===== config.mk =====
export PLATFORM = sky130hd
export DESIGN_NAME = pcq_top
export DESIGN_NICKNAME = d
export VERILOG_FILES = /design/src/rtl/pcq_pkg.sv /design/src/rtl/pcq_store.sv /design/src/rtl/pcq_filter.sv /design/src/rtl/pcq_top.sv
export SDC_FILE = /design/constraint.sdc
export NUM_CORES = 1
export LEC_CHECK = 0
export BUFFER_PORTS_ARGS = -buffer_cell sky130_fd_sc_hd__buf_2
export CAP_MARGIN = 20
export CELL_PAD_IN_SITES_DETAIL_PLACEMENT = 0
export CELL_PAD_IN_SITES_GLOBAL_PLACEMENT = 1
export CORE_MARGIN = 2
export CORE_UTILIZATION = 45
export DETAILED_ROUTE_END_ITERATION = 8
export GPL_TIMING_DRIVEN = 0
export PLACE_DENSITY = 0.76
export SLEW_MARGIN = 10
export SYNTH_ARGS = -nofsm -noshare
export SYNTH_HDL_FRONTEND = slang
export SYNTH_SLANG_ARGS = --single-unit

===== constraint.sdc =====
create_clock -name clk -period 12.6 [get_ports clk]
set_input_delay 1.26 -clock clk [delete_from_list [all_inputs] [get_ports clk]]
set_output_delay 1.26 -clock clk [all_outputs]
set_load 0.005 [all_outputs]

===== src/rtl/pcq_pkg.sv =====
package pcq_pkg;

  typedef enum logic [1:0] {
    S_IDLE  = 2'd0,
    S_DRAIN = 2'd1,
    S_LINK  = 2'd2,
    S_FIN   = 2'd3
  } cq_state_e;

  // entry kinds
  localparam logic KIND_DATA = 1'b0;
  localparam logic KIND_PC   = 1'b1;

  // benign floating-point status bits: inexact, underflow, overflow
  localparam int BENIGN_BITS = 3;

endpackage


===== src/rtl/pcq_store.sv =====
module pcq_store #(
  parameter int DEPTH = 8,
  parameter int ENT_W = 72,
  localparam int CW = $clog2(DEPTH + 1),
  localparam int IW = (DEPTH > 1) ? $clog2(DEPTH) : 1
) (
  input  logic             clk,
  input  logic             rst_n,
  input  logic             clr,
  input  logic             push,
  input  logic [ENT_W-1:0] push_data,
  input  logic [IW-1:0]    rd_idx,
  output logic [ENT_W-1:0] rd_data,
  output logic [CW-1:0]    count,
  output logic             full
);

  logic [ENT_W-1:0] mem [DEPTH];

  assign full    = (count == CW'(DEPTH));
  assign rd_data = mem[rd_idx];

  always_ff @(posedge clk or negedge rst_n) begin
    if (!rst_n) begin
      count <= '0;
    end else if (clr) begin
      count <= '0;
    end else if (push && !full) begin
      count <= count + CW'(1);
    end
  end

  always_ff @(posedge clk) begin
    if (push && !full && !clr) begin
      mem[count[IW-1:0]] <= push_data;
    end
  end


  cnt_bound_chk: assert property (@(posedge clk) disable iff (!rst_n)
    count <= CW'(DEPTH));


  no_push_full_chk: assert property (@(posedge clk) disable iff (!rst_n)
    push |-> !full);

endmodule


===== src/rtl/pcq_filter.sv =====
module pcq_filter #(
  parameter int AW = 32,
  parameter int SW = 6
) (
  input  logic          kind,
  input  logic          force_wr,
  input  logic [AW-1:0] iaddr,
  input  logic          exc_pending,
  input  logic          exc_fp,
  input  logic [SW-1:0] exc_status,
  input  logic [AW-1:0] exc_iaddr,
  input  logic          branch_seen,
  output logic          keep,
  output logic          take_branch,
  output logic          emit_data
);
  import pcq_pkg::*;

  localparam logic [SW-1:0] BENIGN_MASK = SW'((1 << BENIGN_BITS) - 1);

  logic match;
  logic fp_ok;

  always_comb begin
    match = exc_pending && (iaddr == exc_iaddr);
    fp_ok = ((exc_status & ~BENIGN_MASK) == '0);
    if (!match) begin
      keep = 1'b1;
    end else if (exc_fp) begin
      keep = fp_ok;
    end else begin
      keep = force_wr;
    end
    take_branch = keep && (kind == KIND_PC) && !branch_seen;
    emit_data   = keep && (kind == KIND_DATA);
  end

endmodule


===== src/rtl/pcq_top.sv =====
module pcq_top #(
  parameter int DEPTH = 8,
  parameter int DW = 32,
  parameter int AW = 32,
  parameter int RW = 5,
  parameter int SW = 6,
  parameter logic [RW-1:0] LINK_DEST = 5'd31
) (
  input  logic          clk,
  input  logic          rst_n,
  input  logic          pkt_start,
  input  logic [AW-1:0] cur_pc,
  input  logic          commit_start,
  input  logic          link_set,
  input  logic          exc_pending,
  input  logic          exc_fp,
  input  logic [SW-1:0] exc_status,
  input  logic [AW-1:0] exc_iaddr,
  input  logic          enq_valid,
  output logic          enq_ready,
  input  logic          enq_kind,
  input  logic [DW-1:0] enq_value,
  input  logic [RW-1:0] enq_dest,
  input  logic [AW-1:0] enq_iaddr,
  input  logic          enq_force,
  output logic          overflow_err,
  output logic          wr_valid,
  input  logic          wr_ready,
  output logic [RW-1:0] wr_dest,
  output logic [DW-1:0] wr_value,
  output logic [AW-1:0] vis_pc,
  output logic [AW-1:0] next_pc,
  output logic          next_pc_valid,
  output logic          commit_done,
  output logic          busy
);
  import pcq_pkg::*;

  localparam int ENT_W = 2 + AW + RW + DW;
  localparam int CW = $clog2(DEPTH + 1);
  localparam int IW = (DEPTH > 1) ? $clog2(DEPTH) : 1;

  cq_state_e st;
  logic [IW-1:0]    rd_idx;
  logic [AW-1:0]    save_pc;
  logic [AW-1:0]    new_pc;
  logic             bseen;
  logic             link_flag;
  logic             x_pend, x_fp;
  logic [SW-1:0]    x_status;
  logic [AW-1:0]    x_iaddr;

  logic [ENT_W-1:0] push_data, rd_data;
  logic [CW-1:0]    q_count;
  logic             q_full, q_clr, q_push;

  logic             e_kind, e_force;
  logic [AW-1:0]    e_iaddr;
  logic [RW-1:0]    e_dest;
  logic [DW-1:0]    e_value;
  logic             f_keep, f_take, f_emit;
  logic             adv, last;
  logic             idle;

  assign idle = (st == S_IDLE);

  // entry layout: kind, force, issuing address, dest, value
  assign push_data = {enq_kind, enq_force, enq_iaddr, enq_dest, enq_value};
  assign {e_kind, e_force, e_iaddr, e_dest, e_value} = rd_data;

  assign enq_ready    = idle && !q_full && !pkt_start && !commit_start;
  assign q_push       = enq_valid && enq_ready;
  assign overflow_err = enq_valid && idle && q_full && !pkt_start && !commit_start;
  assign q_clr        = (st == S_FIN) || (idle && pkt_start && !commit_start);

  pcq_store #(
    .DEPTH (DEPTH),
    .ENT_W (ENT_W)
  ) i_store (
    .clk       (clk),
    .rst_n     (rst_n),
    .clr       (q_clr),
    .push      (q_push),
    .push_data (push_data),
    .rd_idx    (rd_idx),
    .rd_data   (rd_data),
    .count     (q_count),
    .full      (q_full)
  );

  pcq_filter #(
    .AW (AW),
    .SW (SW)
  ) i_filter (
    .kind        (e_kind),
    .force_wr    (e_force),
    .iaddr       (e_iaddr),
    .exc_pending (x_pend),
    .exc_fp      (x_fp),
    .exc_status  (x_status),
    .exc_iaddr   (x_iaddr),
    .branch_seen (bseen),
    .keep        (f_keep),
    .take_branch (f_take),
    .emit_data   (f_emit)
  );

  assign adv  = (st == S_DRAIN) && (!f_emit || wr_ready);
  assign last = ({1'b0, rd_idx} == (q_count - CW'(1)));

  always_ff @(posedge clk or negedge rst_n) begin
    if (!rst_n) begin
      st       <= S_IDLE;
      rd_idx   <= '0;
      save_pc  <= '0;
      new_pc   <= '0;
      bseen    <= 1'b0;
      x_pend   <= 1'b0;
      x_fp     <= 1'b0;
      x_status <= '0;
      x_iaddr  <= '0;
    end else begin
      unique case (st)
        S_IDLE: begin
          if (commit_start) begin
            save_pc  <= cur_pc;
            new_pc   <= cur_pc;
            bseen    <= 1'b0;
            rd_idx   <= '0;
            x_pend   <= exc_pending;
            x_fp     <= exc_fp;
            x_status <= exc_status;
            x_iaddr  <= exc_iaddr;
            if (q_count != '0)  st <= S_DRAIN;
            else if (link_flag) st <= S_LINK;
            else                st <= S_FIN;
          end
        end
        S_DRAIN: begin
          if (adv) begin
            if (f_take) begin
              new_pc <= AW'(e_value);
              bseen  <= 1'b1;
            end
            if (last) st <= link_flag ? S_LINK : S_FIN;
            else      rd_idx <= rd_idx + IW'(1);
          end
        end
        S_LINK: begin
          if (wr_ready) st <= S_FIN;
        end
        S_FIN: begin
          st <= S_IDLE;
        end
        default: st <= S_IDLE;
      endcase
    end
  end

  always_ff @(posedge clk or negedge rst_n) begin
    if (!rst_n) begin
      link_flag <= 1'b0;
    end else if (st == S_LINK && wr_ready) begin
      link_flag <= 1'b0;
    end else if (link_set) begin
      link_flag <= 1'b1;
    end
  end

  assign wr_valid      = ((st == S_DRAIN) && f_emit) || (st == S_LINK);
  assign wr_dest       = (st == S_LINK) ? LINK_DEST : e_dest;
  assign wr_value      = (st == S_LINK) ? DW'(save_pc) : e_value;
  assign vis_pc        = (st == S_DRAIN) ? e_iaddr : new_pc;
  assign next_pc       = new_pc;
  assign next_pc_valid = (st == S_FIN);
  assign commit_done   = (st == S_FIN);
  assign busy          = !idle;


  wr_hold_chk: assert property (@(posedge clk) disable iff (!rst_n)
    (wr_valid && !wr_ready) |=> (wr_valid && $stable(wr_dest) && $stable(wr_value)));


  done_pulse_chk: assert property (@(posedge clk) disable iff (!rst_n)
    commit_done |=> !commit_done);


  clear_after_done_chk: assert property (@(posedge clk) disable iff (!rst_n)
    commit_done |=> (q_count == '0));


  ovf_drop_chk: assert property (@(posedge clk) disable iff (!rst_n)
    overflow_err |=> (q_count == CW'(DEPTH)));


  branch_once_chk: assert property (@(posedge clk) disable iff (!rst_n)
    (bseen && (st == S_DRAIN)) |=> $stable(new_pc));


  link_clear_chk: assert property (@(posedge clk) disable iff (!rst_n)
    (st == S_LINK && wr_ready && !link_set) |=> !link_flag);

endmodule


==> out/summary.txt <==
Clock Latency Late Sink: 0.61 ns
Final Hold Viols: 0
DRT Pass-1 Iters: 6
Yosys top cell area share: 0.6188
VDD IR max: 144.9 µV
commonest non-fill, non-tap cell in the layout: edfxtp_1
worst-margin pin slew: 1.183 ns
placed inst area: 30500 µm²
DR vias: 15240
Post-Syn Instances: 1430
Cell variety after synth: 50
most frequent cells in the layout: 568 x edfxtp_1, 261 x buf_2, 134 x mux2_2
PnR worst setup slack: 6.331 ns
worst clock skew: 0.01936 ns
Synth Net Count: 1588
DRC violations left: 0
RSZ-0062 raised after global routing: no
total CTS buffers: 71
# H-tree levels: 3
synthesized area: 27560 µm²
grt total ovfl: 0
area leader, netlist: edfxtp_1
layout cells sized above 1: 0.3739
RePlAce Congestion: 0.8485
CTS root buf: clkbuf_16
max-cap violations: 0
initial antenna violation count: 15
hold crit path type: reg2reg
Routed Wire Length: 75490 µm
minimum clock period: 6.269 ns
grt peak-use layer: met2
Max Freq: 159.5 MHz
critical path peak fanout: 10
utilization after layout: 0.5426
Clock Path Buffers: 3
CP top delay family: simple AND/OR/NAND/NOR gates
gr usage total: 0.2395
row cnt: 90
Cell Chain, Critical Path: buf_2, buf_2, buf_1, mux2i_1, xnor2_1, nor4_2, nand4_1, or4_4, nor2_1, o21bai_1, buf_2
die area: 63250 µm²
ranking of synthesized cells by area: edfxtp_1 62%, dfrtp_1 10%, mux4_2 9.9%, mux2_2 5.5%, mux2i_1 4.5%
pre-CTS setup slack: 7.159 ns
TritonCTS Sinks: 680
CP endpoint kind: output pin
M3 GR Usage: 0.07418
fin area: 32810 µm²
FILL cells: 4762
final setup vio count: 0
hpwl dp: 52990 µm
Crit Path Category: reg2out
PD cells: 214.7 nW/µm²
Avg WL per Cell: 28.54 µm
CTS tree: done
Seq cells post-synth: 680
Seq/Total Area, Yosys: 0.7205
I/O pins: 257
Mean Syn Cell Area: 19.27 µm²
Arrival @ worst endpoint: 5.01 ns
largest net degree at the start of global routing: 75
Tcrit/Tclk final: 0.4975
grt met2 use: 0.3627
number of vias per cell: 5.763
clock-pin slew on the worst setup and hold paths: 0.06 ns
Critical Path RT: 11.34 ns
chip height: 251.5 µm
post-CTS sizing: 0
DR iter-0 viols: 1593
most used cell, CP: buf_2
Initial Util: 0.4558
Internal Power: 4.839 mW
Final nets: 1958
CORE AREA: 60470 µm²
Die Width: 251.5 µm
CP startpoint kind: flop
Area growth syn-to-layout: 19.04%
Switching Share: 0.3131
PortBufs: 253
Buf/Inv on CP: 4
Final ANT Viol Nets: 0
top_reg_cell synth: edfxtp_1
power share of the clock group: 0.289
EDFF count, synth: 568
global-route wire length before repair: 107500 µm
Gate power share: 0.315
CP peak stage delay: 0.76 ns
Critical-path top delay cell: nor4_2
sequential share of power: 0.395
NetSw: 2.206 mW
vias in the first global route: 15390
YS warnings: 0
Worst slew margin: 0.2114
GR Layer Usage met1: 0.3388
status: complete, no violations
Post-synth ARST share: 0.1647
Slew Limit Fails: 0
leakage: 11.45 nW
setup bufs post-CTS: 0
hold_buf cts: 0
-- stage by stage --
step                      power [mW]  TNS (ns)  cells  hold slack [ns]
final                          7.045         0   2645           0.5027
after global routing           7.328         0   2644           0.5110
after CTS                      7.066         0   2638           0.5037
after detailed placement       5.028         0   2506           0.4897
after global placement         4.986   -144.49   2465           0.4815
after floorplan                4.133         0   1430           0.4736
-- registers in the layout, indices dropped and copies added, names as in the netlist --
name	count
save_pc	32
i_store.mem	568
link_flag	1
next_pc	32
st	2
x_fp	1
x_iaddr	32
x_pend	1
rd_idx	3
bseen	1
x_status	3
i_store.count	4
-- logic make-up after synthesis --
group | Yosys count | synth area share
flip-flops | 680 | 0.7205
multiplexers | 383 | 0.2014
AND/OR/NAND/NOR | 127 | 0.02283
buffers and inverters | 115 | 0.02115
AO/OA/AOI/OAI | 89 | 0.02156
XOR/XNOR | 28 | 0.008897
adder cells (fa/ha/maj) | 8 | 0.003632
-- cell type report --
class | instances | area [µm²] | share of cell area
Antenna cell | 4 | 10.01 | 0.0003051
Buffer | 75 | 432.9 | 0.01319
Clock buffer | 103 | 2062 | 0.06284
Clock inverter | 29 | 201.4 | 0.006139
Inverter | 40 | 150.1 | 0.004576
Multi-Input combinational cell | 635 | 7182 | 0.2189
Sequential cell | 680 | 19860 | 0.6052
Tap cell | 782 | 978.4 | 0.02982
Timing Repair Buffer | 297 | 1936 | 0.05899
-- cells in the mapped netlist, types with 9 or more instances --
cell	number
a21oi_1	22
dfrtp_1	112
nor2_1	47
a22o_1	13
or3_1	9
nand2_1	14
nor2b_1	12
xnor2_1	22
edfxtp_1	568
buf_2	9
inv_1	39
clkbuf_1	42
buf_1	9
nor3_1	20
mux2_2	134
o21ai_0	24
mux2i_1	125
mux4_2	121
-- path summary, 6_finish.rpt --
kind,from,to,slack (ns),cells after the start
setup / recovery,rd_idx[2]$_DFFE_PN0P_,wr_valid,6.33,11
hold / removal,save_pc[26]$_DFFE_PN0P_,save_pc[26]$_DFFE_PN0P_,0.50,1
setup reg to reg,rd_idx[2]$_DFFE_PN0P_,rd_idx[0]$_DFFE_PN0P_,7.53,10
hold reg to reg,save_pc[26]$_DFFE_PN0P_,save_pc[26]$_DFFE_PN0P_,0.50,1
max in group asynchronous,rst_n,x_iaddr[22]$_DFFE_PN0P_,11.18,2
min in group asynchronous,rst_n,x_iaddr[16]$_DFFE_PN0P_,0.57,1
-- routing by layer --
metal | share of wire | up-vias
met5 | 0.0011 | -
met4 | 0.022 | 14
met3 | 0.10 | 130
met2 | 0.46 | 719
met1 | 0.42 | 7947
li1 | - | 6433
-- power groups by stage --
stage          clock (mW)  sequential [mW]  combinational, mW
3_5_place_dp            0             2.82               2.20
4_1_cts              2.07             2.78               2.22
2_1_floorplan           0             2.77               1.36
6_report             2.04             2.79               2.22
3_3_place_gp            0             2.82               2.17
5_1_grt              2.15             2.80               2.38
-- worst register-to-register path, stage by stage (launching register included) --
cell	delay [ns]
dfrtp_1	0.31
buf_2	0.26
buf_2	0.42
buf_1	0.68
mux2i_1	0.46
xnor2_1	0.14
nor4_2	0.76
nand4_1	0.33
or4_4	0.54
o21ai_0	0.65
mux2_2	0.41
No activity file was read; power rests on OpenSTA's default activity.
